--- config.mk ---
export PLATFORM = sky130hd
export DESIGN_NAME = intr_stack_seq
export DESIGN_NICKNAME = d
export VERILOG_FILES = /design/src/rtl/intr_seq_pkg.sv /design/src/rtl/intr_prio.sv /design/src/rtl/intr_byte_ctr.sv /design/src/rtl/intr_stack_seq.sv
export SDC_FILE = /design/constraint.sdc
export NUM_CORES = 1
export LEC_CHECK = 0
export ABC_AREA = 1
export BUFFER_PORTS_ARGS = -buffer_cell sky130_fd_sc_hd__buf_2
export CAP_MARGIN = 25
export CELL_PAD_IN_SITES_DETAIL_PLACEMENT = 0
export CELL_PAD_IN_SITES_GLOBAL_PLACEMENT = 1
export CORE_ASPECT_RATIO = 0.8
export CORE_MARGIN = 2
export CORE_UTILIZATION = 36
export CTS_BUF_LIST = sky130_fd_sc_hd__clkbuf_16
export DETAILED_ROUTE_END_ITERATION = 10
export PLACE_DENSITY = 0.85
export SLEW_MARGIN = 10
export SYNTH_ARGS = -nofsm -noshare
export SYNTH_HDL_FRONTEND = slang
export SYNTH_SLANG_ARGS = --single-unit
--- constraint.sdc ---
create_clock -name clk -period 6.5 [get_ports clk]
set_clock_uncertainty 0.15 [all_clocks]
set_input_delay 0.65 -clock clk [delete_from_list [all_inputs] [get_ports clk]]
set_output_delay 0.65 -clock clk [all_outputs]
set_load 0.03 [all_outputs]
--- src/rtl/intr_seq_pkg.sv ---
package intr_seq_pkg;

  localparam int FRAME_BYTES = 9;
  localparam int CCR_I_BIT   = 4;
  localparam int CCR_X_BIT   = 6;

  typedef enum logic [2:0] {
    ST_IDLE, ST_CAPT, ST_PUSH, ST_VEC, ST_POP, ST_LOAD
  } seq_state_t;

  typedef struct packed {
    logic [15:0] pc;
    logic [15:0] y;
    logic [15:0] x;
    logic [7:0]  a;
    logic [7:0]  b;
    logic [7:0]  ccr;
  } cpu_frame_t;

  // byte written at depth (idx+1) below the entry stack pointer
  function automatic logic [7:0] push_byte(input cpu_frame_t f, input logic [3:0] idx);
    case (idx)
      4'd0:    return f.pc[7:0];
      4'd1:    return f.pc[15:8];
      4'd2:    return f.y[7:0];
      4'd3:    return f.y[15:8];
      4'd4:    return f.x[7:0];
      4'd5:    return f.x[15:8];
      4'd6:    return f.a;
      4'd7:    return f.b;
      default: return f.ccr;
    endcase
  endfunction

  // merge a byte read at offset ofs above the frame base
  function automatic cpu_frame_t pop_merge(input cpu_frame_t f, input logic [3:0] ofs,
                                           input logic [7:0] d);
    cpu_frame_t r;
    r = f;
    case (ofs)
      4'd0:    r.ccr       = d;
      4'd1:    r.b         = d;
      4'd2:    r.a         = d;
      4'd3:    r.x[15:8]   = d;
      4'd4:    r.x[7:0]    = d;
      4'd5:    r.y[15:8]   = d;
      4'd6:    r.y[7:0]    = d;
      4'd7:    r.pc[15:8]  = d;
      default: r.pc[7:0]   = d;
    endcase
    return r;
  endfunction

  function automatic logic [15:0] push_addr(input logic [15:0] sp, input logic [3:0] idx);
    return sp - 16'(idx) - 16'd1;
  endfunction

  function automatic logic [15:0] pop_addr(input logic [15:0] sp, input logic [3:0] idx);
    return sp + 16'(idx);
  endfunction

  function automatic logic [15:0] vec_slot_addr(input logic [15:0] top, input logic nmi,
                                                input logic [7:0] idx);
    if (nmi) return top;
    return top - {7'd0, idx, 1'b0} - 16'd2;
  endfunction

  function automatic logic [7:0] set_masks(input logic [7:0] ccr, input logic nmi);
    logic [7:0] r;
    r = ccr;
    r[CCR_I_BIT] = 1'b1;
    if (nmi) r[CCR_X_BIT] = 1'b1;
    return r;
  endfunction

endpackage

--- src/rtl/intr_prio.sv ---
module intr_prio #(
  parameter int N_SRC = 8,
  parameter int SRC_W = 3
) (
  input  logic [N_SRC-1:0] irq_req,
  input  logic             nmi_req,
  input  logic             i_mask,
  input  logic             x_mask,
  output logic             take,
  output logic             take_nmi,
  output logic [SRC_W-1:0] pick
);
  logic any_irq;

  always_comb begin
    pick    = '0;
    any_irq = 1'b0;
    for (int i = N_SRC - 1; i >= 0; i--) begin
      if (irq_req[i]) begin
        pick    = SRC_W'(i);
        any_irq = 1'b1;
      end
    end
  end

  assign take_nmi = nmi_req & ~x_mask;
  assign take     = take_nmi | (any_irq & ~i_mask);
endmodule

--- src/rtl/intr_byte_ctr.sv ---
module intr_byte_ctr #(
  parameter int COUNT = 9,
  parameter int W     = 4
) (
  input  logic         clk,
  input  logic         rst_n,
  input  logic         clr,
  input  logic         step,
  output logic [W-1:0] cnt,
  output logic         last
);
  localparam logic [W-1:0] LAST_V = W'(COUNT - 1);

  assign last = (cnt == LAST_V);

  always_ff @(posedge clk) begin
    if (!rst_n)      cnt <= '0;
    else if (clr)    cnt <= '0;
    else if (step)   cnt <= last ? '0 : cnt + 1'b1;
  end
endmodule

--- src/rtl/intr_stack_seq.sv ---
module intr_stack_seq
  import intr_seq_pkg::*;
#(
  parameter int          N_SRC   = 8,
  parameter logic [15:0] VEC_TOP = 16'hFFF4,
  localparam int         SRC_W   = (N_SRC > 1) ? $clog2(N_SRC) : 1
) (
  input  logic             clk,
  input  logic             rst_n,
  input  logic             insn_done,
  input  logic             rti_cmd,
  input  logic [N_SRC-1:0] irq_req,
  input  logic             nmi_req,
  input  logic [15:0]      pc_in,
  input  logic [15:0]      sp_in,
  input  logic [15:0]      x_in,
  input  logic [15:0]      y_in,
  input  logic [7:0]       a_in,
  input  logic [7:0]       b_in,
  input  logic [7:0]       ccr_in,
  output logic             flush,
  output logic             busy,
  output logic             wr_valid,
  input  logic             wr_ready,
  output logic [15:0]      wr_addr,
  output logic [7:0]       wr_data,
  output logic             rd_valid,
  input  logic             rd_ready,
  output logic [15:0]      rd_addr,
  input  logic [7:0]       rd_data,
  output logic             vec_valid,
  input  logic             vec_ready,
  output logic [15:0]      vec_addr,
  input  logic [15:0]      vec_data,
  output logic             reg_load,
  output logic [15:0]      pc_out,
  output logic [15:0]      sp_out,
  output logic [15:0]      x_out,
  output logic [15:0]      y_out,
  output logic [7:0]       a_out,
  output logic [7:0]       b_out,
  output logic [7:0]       ccr_out,
  output logic             svc_nmi,
  output logic [SRC_W-1:0] svc_src
);
  localparam int CNT_W = 4;

  seq_state_t       state;
  cpu_frame_t       frm;
  logic [15:0]      sp_r;
  logic [SRC_W-1:0] src_r;
  logic             nmi_r;

  // named internal events, observed by the checker
  logic             take, take_nmi;
  logic [SRC_W-1:0] pick;
  logic             accept_entry, start_return;
  logic             push_fire, push_last, pop_fire, pop_last, vec_fire;
  logic [CNT_W-1:0] cnt;
  logic             cnt_last, cnt_clr, cnt_step;

  intr_prio #(.N_SRC(N_SRC), .SRC_W(SRC_W)) u_prio (
    .irq_req  (irq_req),
    .nmi_req  (nmi_req),
    .i_mask   (ccr_in[CCR_I_BIT]),
    .x_mask   (ccr_in[CCR_X_BIT]),
    .take     (take),
    .take_nmi (take_nmi),
    .pick     (pick)
  );

  intr_byte_ctr #(.COUNT(FRAME_BYTES), .W(CNT_W)) u_ctr (
    .clk   (clk),
    .rst_n (rst_n),
    .clr   (cnt_clr),
    .step  (cnt_step),
    .cnt   (cnt),
    .last  (cnt_last)
  );

  assign start_return = (state == ST_IDLE) && rti_cmd;
  assign accept_entry = (state == ST_IDLE) && !rti_cmd && insn_done && take;

  assign wr_valid  = (state == ST_PUSH);
  assign rd_valid  = (state == ST_POP);
  assign vec_valid = (state == ST_VEC);
  assign flush     = (state == ST_CAPT);
  assign reg_load  = (state == ST_LOAD);
  assign busy      = (state != ST_IDLE);

  assign push_fire = wr_valid && wr_ready;
  assign pop_fire  = rd_valid && rd_ready;
  assign vec_fire  = vec_valid && vec_ready;
  assign push_last = cnt_last;
  assign pop_last  = cnt_last;

  assign cnt_clr  = (state == ST_IDLE) || (state == ST_CAPT);
  assign cnt_step = push_fire || pop_fire;

  assign wr_addr  = push_addr(sp_r, cnt);
  assign wr_data  = push_byte(frm, cnt);
  assign rd_addr  = pop_addr(sp_r, cnt);
  assign vec_addr = vec_slot_addr(VEC_TOP, nmi_r, 8'(src_r));

  always_ff @(posedge clk) begin
    if (!rst_n) begin
      state <= ST_IDLE;
      frm   <= '0;
      sp_r  <= '0;
      src_r <= '0;
      nmi_r <= 1'b0;
    end else begin
      unique case (state)
        ST_IDLE: begin
          if (start_return) begin
            sp_r  <= sp_in;
            state <= ST_POP;
          end else if (accept_entry) begin
            frm   <= '{pc: pc_in, y: y_in, x: x_in, a: a_in, b: b_in, ccr: ccr_in};
            sp_r  <= sp_in;
            nmi_r <= take_nmi;
            src_r <= pick;
            state <= ST_CAPT;
          end
        end
        ST_CAPT: state <= ST_PUSH;
        ST_PUSH: begin
          if (push_fire && push_last) begin
            frm.ccr <= set_masks(frm.ccr, nmi_r);
            state   <= ST_VEC;
          end
        end
        ST_VEC: begin
          if (vec_fire) begin
            frm.pc <= vec_data;
            sp_r   <= sp_r - 16'(FRAME_BYTES);
            state  <= ST_LOAD;
          end
        end
        ST_POP: begin
          if (pop_fire) begin
            frm <= pop_merge(frm, cnt, rd_data);
            if (pop_last) begin
              sp_r  <= sp_r + 16'(FRAME_BYTES);
              state <= ST_LOAD;
            end
          end
        end
        default: state <= ST_IDLE;
      endcase
    end
  end

  assign pc_out  = frm.pc;
  assign sp_out  = sp_r;
  assign x_out   = frm.x;
  assign y_out   = frm.y;
  assign a_out   = frm.a;
  assign b_out   = frm.b;
  assign ccr_out = frm.ccr;
  assign svc_nmi = nmi_r;
  assign svc_src = src_r;

endmodule

==> flow_summary_export.csv, run 1 <==
group,metric,value,unit
floorplan,core,0.0205,mm²
synth,synth_top_area_share,0.266,
setup_path,end_kind,"primary output",
floorplan,die_w,165,µm
timing,fin_crit_sh,0.568,
detailed_routing,drt_wl_total,28800,µm
synth,synth_flop_cell,"dfxtp_1",
setup_path,worst_r2r_path_depth,11,
timing,rsz0062_at_grt,"no",
detailed_routing,route.detailed.drc,0,
timing,relSlewSlack,0.435,
setup_path,max_stage_delay,0.45,ns
placement,io_buffer_count,269,
detailed_routing,antenna_left,0,
run_status,outcome,"completed",
timing,tns,0,ns
synth,synth-seq-area-share,0.266,
synth,yosys-top-cells-area,"dfxtp_1, nand2_1, nor2_1",
setup_path,cp-start-kind,"flop",
floorplan,die_area,0.0218,mm²
setup_path,cpMostUsedCell,"nand2_1",
power,p_leak,5.21,nW
clock_network,postCtsSetupRepairBufs,0,
clock_network,hold_buffers,0,
synth,synth-async-reset-ratio,0,
hold_path,min_path_type,"flop to flop",
grt,antenna_found_initial,0,
timing,hold-worst-slack,0.335,ns
clock_network,cts_resized,0,
flow_run,maxCapViolations,0,
clock_network,cts-root-buf,"clkbuf_16",
setup_path,crit_buf_inv,2,
synth,yosysTopAreaCell,"dfxtp_1",
grt,track_usage,0.254,
synth,ys_seq_elements,99,
finish,final_cells,1757,
clock_network,cts-htree-levels,3,
clock_network,insertion_delay,0.35,ns
setup_path,crit_chain,"inv_1, ha_1, fa_1, nand2_1, nand2_1, a21oi_1, nand4_1, nor2_1, nand3b_1, xor2_1, buf_2",
synth,synth_top_cells_by_count,"nand2_1, nor2_1, inv_1, dfxtp_1, a21oi_1",
synth,yosysWarnings,0,
floorplan,dieHeight,133,µm
floorplan,initial_utilization,0.363,
setup_path,cp.arrival,2.89,ns
setup_path,cp.required,5.70,ns
grt,grt_max_degree,76,
floorplan,placementRows,47,
timing,setup_viol,0,
synth,synth_cell_types,44,
synth,syn_area_per_cell,5.97,µm²
synth,syn_inst,1245,
clock_network,cts.sinks,99,
timing,tightestPinTransition,0.848,ns
power,power.density,581,mW/mm²
clock_network,cts_buffers,9,
finish,nNetsFinal,1640,
floorplan,ios,282,
clock_network,cts_tree,"built",
placement,place_ws,2.89,ns
timing,slew_viol_final,0,
detailed_routing,wl_per_cell,16.4,µm
detailed_routing,route.vias.total,8789,
timing,hold_viol,0,
clock_network,clk_pin_slew,0.08,ns
detailed_routing,firstDrtPassIters,5,
synth,synth_area,0.00744,mm²
hold_path,holdPathStages,2,
detailed_routing,drt_iter0_markers,918,
clock_network,cts_buffer_depth,2,
finish,area_delta_synth_final,22.9,%
synth,synth.most_common_cell,"nand2_1",
setup_path,path_depth,11,
placement,dp_hpwl,22300,µm
finish,drive_gt1_frac,0.212,
timing,min_period,3.69,ns
grt,grt_pass1_vias,7666,
power,peakVddDrop,0.000215,V
setup_path,cp_slowest_cell,"dfxtp_1",
timing,timing.final.ws_setup,2.81,ns
grt,grt_pass1_wl,43200,µm
timing,clock.fmax,0.271,GHz
finish,diodes,0,
placement,dp.cells,1740,
synth,synth-edff-count,0,
setup_path,cp_max_fo,6,
detailed_routing,vias_per_cell,5.00,
setup_path,path_class,"flop to primary output",
finish,fillers,2275,
grt,gr-total-overflow,0,
placement,gp_congestion,0.879,
setup_path,cpLargestDelayFamily,"simple AND/OR/NAND/NOR gates",
[power breakdown]
group | leakage [nW] | internal (mW) | switching (mW)
Sequential | 0.814 | 0.824 | 0.246
Combinational | 4.26 | 1.05 | 2.65
Clock | 0.137 | 0.267 | 0.276
[final cells by class]
cell class | count | area [µm²] | area share
flip-flops and latches | 99 | 1980 | 0.217
well taps | 269 | 337 | 0.0368
clock inverters | 7 | 60.1 | 0.00657
repair buffers | 273 | 1400 | 0.153
clock buffers | 9 | 225 | 0.0246
multi-input cells | 956 | 4600 | 0.503
inverters | 144 | 544 | 0.0595
[metrics by stage]
step,utilization,instance area [µm²],total power [mW]
global placement,0.432,8830,4.70
CTS,0.446,9120,5.28
global route,0.447,9150,5.76
floorplan,-,7480,3.84
finish,0.447,9150,5.31
detailed placement,0.432,8830,4.73
[cell usage in the layout, fill, tap and decap left out, types with 2 or more instances in the layout]
cell type  instances
ha_1              26
conb_1            12
o21ai_0           30
dfxtp_1           99
nand3b_1           3
xor2_1            31
inv_1            135
nor4_1             4
or2_2              3
a21oi_1           66
buf_4              3
clkbuf_16          9
nand4_1           41
clkinv_1           4
nand3_1           64
o2111ai_1          6
o22ai_1           18
buf_2            269
nor3_1            16
clkinv_4           3
nand2_2            5
fa_1               3
inv_2              4
nor2_1           152
o211ai_1           3
nand3_2            5
inv_8              2
nor2_2             2
o21ai_1            2
nand2_4            2
nand2_1          450
nand3_4            3
[state kept, by name, summed over array words and instances, names as in the netlist]
register   count
pc_out        16
x_out         16
svc_nmi        1
sp_out        16
u_ctr.cnt      4
state          3
a_out          8
svc_src        3
ccr_out        8
b_out          8
y_out         16
[worst min-delay path: stages, from the launching register on]
cell	delay, ns
dfxtp_1	0.33
nand2_1	0.06
a21oi_1	0.05
[metal layers]
layer,vias to the layer above,GRT usage,wire length (µm)
li1,4402,-,-
met1,3979,0.391,14100
met2,381,0.368,12000
met3,27,0.0442,2390
met4,0,0.0493,395
met5,-,0,0
[final timing paths]
path	startpoint	end	slack [ns]
worst max register to register	state[1]	y_out[4]	3.03
worst min register to register	y_out[14]	y_out[14]	0.33
worst min-delay path	y_out[14]	y_out[14]	0.33
worst max-delay path	u_ctr.cnt[0]	wr_addr[14]	2.81
[cells by family after synthesis]
group	synth area share
adder cells (fa/ha/maj)	0.0518
AND/OR/NAND/NOR	0.427
other	0.00101
XOR/XNOR	0.0377
buffers and inverters	0.120
flip-flops	0.266
AO/OA/AOI/OAI	0.0960
(Power assumes the default switching activity.)
==> inputs of run 2 (changes only) <==
Settings changed: ABC_AREA 1 to 0, CORE_UTILIZATION 36 to 35, PLACE_DENSITY 0.85 to 0.8.
Clock period 6.5 ns to 3.5 ns, I/O delays scaled along.
==> flow_summary_export.csv, run 2 <==
group,metric,value,unit
setup_path,worst_r2r_path_depth,8,
clock_network,cts_buffer_depth,2,
setup_path,end_kind,"primary output",
floorplan,ios,282,
hold_path,hp-start,"sp_in[7]",
setup_path,cp.required,3.00,ns
synth,synth.most_common_cell,"nor2_1",
finish,final_cell_mix,"buf_2, nor2_1, dfxtp_1, a21oi_1, a211oi_1",
setup_path,r2r_slack,0.42,ns
timing,fin_crit_sh,0.931,
timing,clock.fmax,0.307,GHz
grt,track_usage,0.260,
run_status,outcome,"completed",
clock_network,postCtsSetupRepairBufs,0,
setup_path,r2r-start,"state[1]",
clock_network,cts_tree,"built",
clock_network,cts-htree-levels,3,
setup_path,cp_max_fo,13,
hold_path,holdPathStages,3,
timing,rsz0062_at_grt,"no",
grt,antenna_found_initial,0,
placement,gp_congestion,0.936,
clock_network,cts-root-buf,"clkbuf_16",
power,p_total,9.06,mW
grt,met1_usage,0.376,
setup_path,r2r-end,"sp_out[10]",
detailed_routing,route.detailed.drc,0,
grt,grt_pass1_wl,41100,µm
setup_path,path_class,"flop to primary output",
finish,nNetsFinal,1244,
clock_network,hold_buffers,0,
power,power.density,1060,mW/mm²
synth,synth_top_area_share,0.293,
timing,min_period,3.26,ns
detailed_routing,route.vias.total,7538,
timing,tightestPinTransition,0.986,ns
finish,area_delta_synth_final,25.8,%
grt,grt_pass1_vias,6980,
finish,final_common_cell,"buf_2",
floorplan,core,0.0190,mm²
synth,synth_flop_cell,"dfxtp_1",
floorplan,die_w,160,µm
setup_path,cp.arrival,2.76,ns
synth,yosysWarnings,0,
grt,grt_max_degree,53,
detailed_routing,antenna_left,0,
placement,io_buffer_count,269,
grt,grtUsageMet2,0.387,
clock_network,cts_buffers,9,
setup_path,cp-start-kind,"flop",
synth,synth_cell_types,74,
power,peakVddDrop,0.000440,V
power,p_leak,3.77,nW
grt,top_usage_layer,"met2",
floorplan,die_area,0.0205,mm²
detailed_routing,drt_wl_total,27800,µm
synth,syn_inst,856,
synth,synth-async-reset-ratio,0,
timing,slew_viol_final,0,
finish,drive_gt1_frac,0.323,
detailed_routing,firstDrtPassIters,6,
timing,hold_viol,0,
clock_network,insertion_delay,0.36,ns
detailed_routing,drt_iter0_markers,764,
synth,synth_area,0.00677,mm²
grt,gr-total-overflow,0,
clock_network,cts_resized,0,
synth,yosys-top-cells-area,"dfxtp_1, a211oi_1, a21oi_1",
synth,synth_top_cells_by_count,"nor2_1, dfxtp_1, a21oi_1, a211oi_1, nand2_1",
hold_path,min_to,"sp_out[7]",
synth,yosysTopAreaCell,"dfxtp_1",
placement,dp_hpwl,21300,µm
timing,relSlewSlack,0.341,
synth,ys_seq_elements,99,
floorplan,placementRows,45,
floorplan,initial_utilization,0.357,
detailed_routing,vias_per_cell,5.58,
hold_path,min_path_type,"input port to flop",
synth,synth-seq-area-share,0.293,
clock_network,cts.sinks,99,
detailed_routing,wl_per_cell,20.6,µm
clock_network,clk_pin_slew,0.07,ns
synth,synth-edff-count,0,
grt,use_met3,0.0645,
timing,setup_viol,0,
synth,syn_area_per_cell,7.91,µm²
floorplan,dieHeight,128,µm
timing,tns,0,ns
placement,dpl_cell_area,0.00822,mm²
flow_run,maxCapViolations,0,
finish,final_cell_area,0.00852,mm²
finish,diodes,0,
-- run 2: cell count changes in the layout (fill, tap and decap cells not counted), moves of 18 or more --
| cell | before | now |
|---|---|---|
| xnor2_1 | 1 | 26 |
| a221oi_1 | 0 | 18 |
| inv_1 | 135 | 21 |
| buf_4 | 3 | 26 |
| a211oi_1 | 1 | 76 |
| a21oi_1 | 66 | 94 |
| xor2_1 | 31 | 11 |
| nor2_1 | 152 | 109 |
| nand3_1 | 64 | 18 |
| nand4_1 | 41 | 8 |
| nand2_1 | 450 | 53 |
-- run 2: layer usage --
layer / wire length, µm / vias up
met2: 11800 / 364
met1: 13300 / 3547
li1: - / 3592
met4: 467 / 0
met3: 2210 / 35
met5: 0 / -
-- run 2: worst max path at each step --
stage	cells after the start	end	from	slack (ns)
floorplan	10	sp_out[10]	state[2]	0.26
detailed placement	8	sp_out[10]	state[1]	0.49
global placement	8	sp_out[10]	state[1]	0.53
global route	9	wr_addr[15]	u_ctr.cnt[1]	0.01
finish	7	wr_data[0]	u_ctr.cnt[1]	0.24
CTS	8	rd_addr[15]	u_ctr.cnt[3]	0.15
-- run 2: area by class of cell --
type,count,area [µm²]
fillers,1972,10500
multi-input cells,659,4290
flip-flops and latches,99,1980
repair buffers,295,1540
well taps,258,323
clock buffers,9,225
inverters,23,86.3
clock inverters,7,75.1
-- run 2: critical path, cell delays in order, from the launching register on --
cell	delay (ns)
dfxtp_1	0.36
inv_1	0.21
ha_1	0.60
inv_1	0.15
nor3_2	0.49
a211oi_1	0.24
nand2_1	0.15
buf_2	0.21
-- run 2: power by group --
group          internal, mW  switching [mW]
clock                 0.510           0.534
combinational          2.08            4.10
sequential             1.44           0.398
total                  4.03            5.03
-- run 2: cell families (layout without fill, tap and decap cells) --
group                    after synthesis  after routing  synth area share
XOR/XNOR                              37             37            0.0478
AO/OA/AOI/OAI                        312            312             0.324
buffers and inverters                108            334            0.0807
multiplexers                           9              9            0.0137
adder cells (fa/ha/maj)               29             29            0.0569
AND/OR/NAND/NOR                      260            260             0.183
other                                  2             12           0.00111
flip-flops                            99             99             0.293
-- run 2: through the flow --
| stage | worst slack, ns | utilization | hold slack [ns] | std cells |
|---|---|---|---|---|
| global placement | 0.534 | 0.433 | 0.306 | 1334 |
| detailed placement | 0.495 | 0.433 | 0.308 | 1334 |
| floorplan | 0.257 | - | 0.355 | 866 |
| finish | 0.242 | 0.449 | 0.0961 | 1350 |
| CTS | 0.153 | 0.449 | 0.0854 | 1350 |
| global route | 0.0129 | 0.449 | 0.0956 | 1350 |
==> inputs of run 3 (changes only) <==
Settings changed: CORE_UTILIZATION 35 to 25, PLACE_DENSITY 0.8 to 0.6.
==> flow_summary_export.csv, run 3 (synthesis results as in run 2) <==
group,metric,value,unit
finish,final_cell_mix,"buf_2, nor2_1, dfxtp_1, a21oi_1, a211oi_1",
timing,setup_viol,0,
detailed_routing,wl_per_cell,20.9,µm
detailed_routing,antenna_left,0,
run_status,outcome,"completed",
detailed_routing,drt_wl_total,30300,µm
grt,grt_pass1_vias,6703,
placement,dp_hpwl,23300,µm
power,peakVddDrop,0.000384,V
detailed_routing,vias_per_cell,5.11,
clock_network,cts.sinks,99,
floorplan,die_w,188,µm
floorplan,initial_utilization,0.256,
finish,layout.area.seq,0.00198,mm²
finish,nNetsFinal,1244,
setup_path,worst_r2r_path_depth,8,
setup_path,crit_start,"u_ctr.cnt[1]",
finish,final_common_cell,"buf_2",
timing,clock.fmax,0.310,GHz
placement,io_buffer_count,269,
setup_path,cp-start-kind,"flop",
power,p_clk_frac,0.114,
clock_network,hold_buffers,0,
power,swShare,0.557,
timing,tns,0,ns
power,power.density,1050,mW/mm²
power,p_sw,5.08,mW
timing,slew_viol_final,0,
finish,fillers,2864,
placement,gp_congestion,0.832,
setup_path,r2r_slack,0.46,ns
floorplan,dieHeight,151,µm
finish,final_cells,1450,
timing,fin_crit_sh,0.923,
setup_path,r2r-start,"state[1]",
grt,gr-total-overflow,0,
detailed_routing,drt_iter0_markers,599,
timing,min_period,3.23,ns
power,p_leak,3.79,nW
clock_network,cts_buffers,9,
setup_path,end_kind,"primary output",
setup_path,path_class,"flop to primary output",
clock_network,cts_tree,"built",
grt,grt_pass1_wl,43600,µm
setup_path,cp.required,3.00,ns
grt,track_usage,0.205,
finish,multi_input_area,0.00429,mm²
clock_network,cts-htree-levels,3,
power,p_total,9.12,mW
clock_network,insertion_delay,0.36,ns
power,combPwrFrac,0.678,
floorplan,die_area,0.0284,mm²
grt,grt_max_degree,54,
setup_path,cp.arrival,2.73,ns
hold_path,min_path_type,"input port to flop",
timing,relSlewSlack,0.516,
grt,antenna_found_initial,2,
setup_path,endpoint,"wr_addr[15]",
floorplan,ios,282,
flow_run,maxCapViolations,0,
finish,drive_gt1_frac,0.322,
clock_network,clk_pin_slew,0.08,ns
timing,tightestPinTransition,0.726,ns
power,p_seq_frac,0.208,
placement,dp.cells,1433,
clock_network,cts-root-buf,"clkbuf_16",
timing,rsz0062_at_grt,"no",
power,internal_power,4.04,mW
detailed_routing,route.detailed.drc,0,
setup_path,r2r-end,"sp_out[10]",
floorplan,placementRows,53,
setup_path,cp_max_fo,6,
timing,hold_viol,0,
floorplan,core,0.0265,mm²
detailed_routing,route.vias.total,7415,
finish,area_delta_synth_final,28.2,%
detailed_routing,firstDrtPassIters,7,
clock_network,cts_buffer_depth,2,
[run 3: metal layers]
| layer | GRT usage | routed length (µm) |
|---|---|---|
| met5 | 0 | 13 |
| met4 | 0.0504 | 446 |
| met3 | 0.0431 | 1940 |
| met2 | 0.293 | 12600 |
| met1 | 0.308 | 15200 |
[run 3: power by group through the flow]
stage / Clock, mW / Sequential [mW] / Combinational, mW
2_1_floorplan: 0 / 2.25 / 4.03
3_3_place_gp: 0 / 1.92 / 6.20
3_5_place_dp: 0 / 1.91 / 6.18
4_1_cts: 1.07 / 1.89 / 6.21
5_1_grt: 1.11 / 1.94 / 6.72
6_report: 1.04 / 1.90 / 6.18
[run 3: area by class of cell]
class | instances | share of cell area
multi-input cells | 659 | 0.494
flip-flops and latches | 99 | 0.228
repair buffers | 295 | 0.182
well taps | 357 | 0.0514
clock buffers | 9 | 0.0259
inverters | 23 | 0.00994
clock inverters | 7 | 0.00836
diodes | 1 | 0.000288
[run 3: worst min-delay path by stage]
stage | to | depth (start not counted) | from | slack, ns
global route | sp_out[11] | 3 | sp_in[11] | 0.08
detailed placement | svc_src[0] | 2 | svc_src[0] | 0.31
global placement | svc_src[0] | 2 | svc_src[0] | 0.31
CTS | sp_out[5] | 3 | sp_in[5] | 0.08
floorplan | sp_out[11] | 2 | sp_in[11] | 0.35
finish | sp_out[11] | 3 | sp_in[11] | 0.1
[run 3: worst max-delay path, cell delays in order (launching register included)]
cell,delay (ns)
dfxtp_1,0.43
inv_1,0.17
ha_1,0.31
a21o_1,0.15
a21oi_1,0.23
o21ai_1,0.14
or2_1,0.31
nor4_2,0.25
xor2_1,0.17
buf_2,0.21
[run 3: what timing repair did]
item | CTS | global route
endpoints found under the setup margin | 0 | 1
buffers inserted | 0 | 0
resized for setup | 0 | 1
[run 3: through the flow]
| stage | setup WS (ns) | utilization | hold WS [ns] | cell area (µm²) |
|---|---|---|---|---|
| after floorplan | 0.257 | - | 0.355 | 6810 |
| after global placement | 0.536 | 0.317 | 0.308 | 8380 |
| after detailed placement | 0.463 | 0.317 | 0.311 | 8380 |
| after CTS | 0.239 | 0.328 | 0.0812 | 8680 |
| after global routing | 0.0957 | 0.328 | 0.0850 | 8680 |
| final | 0.271 | 0.328 | 0.0985 | 8680 |
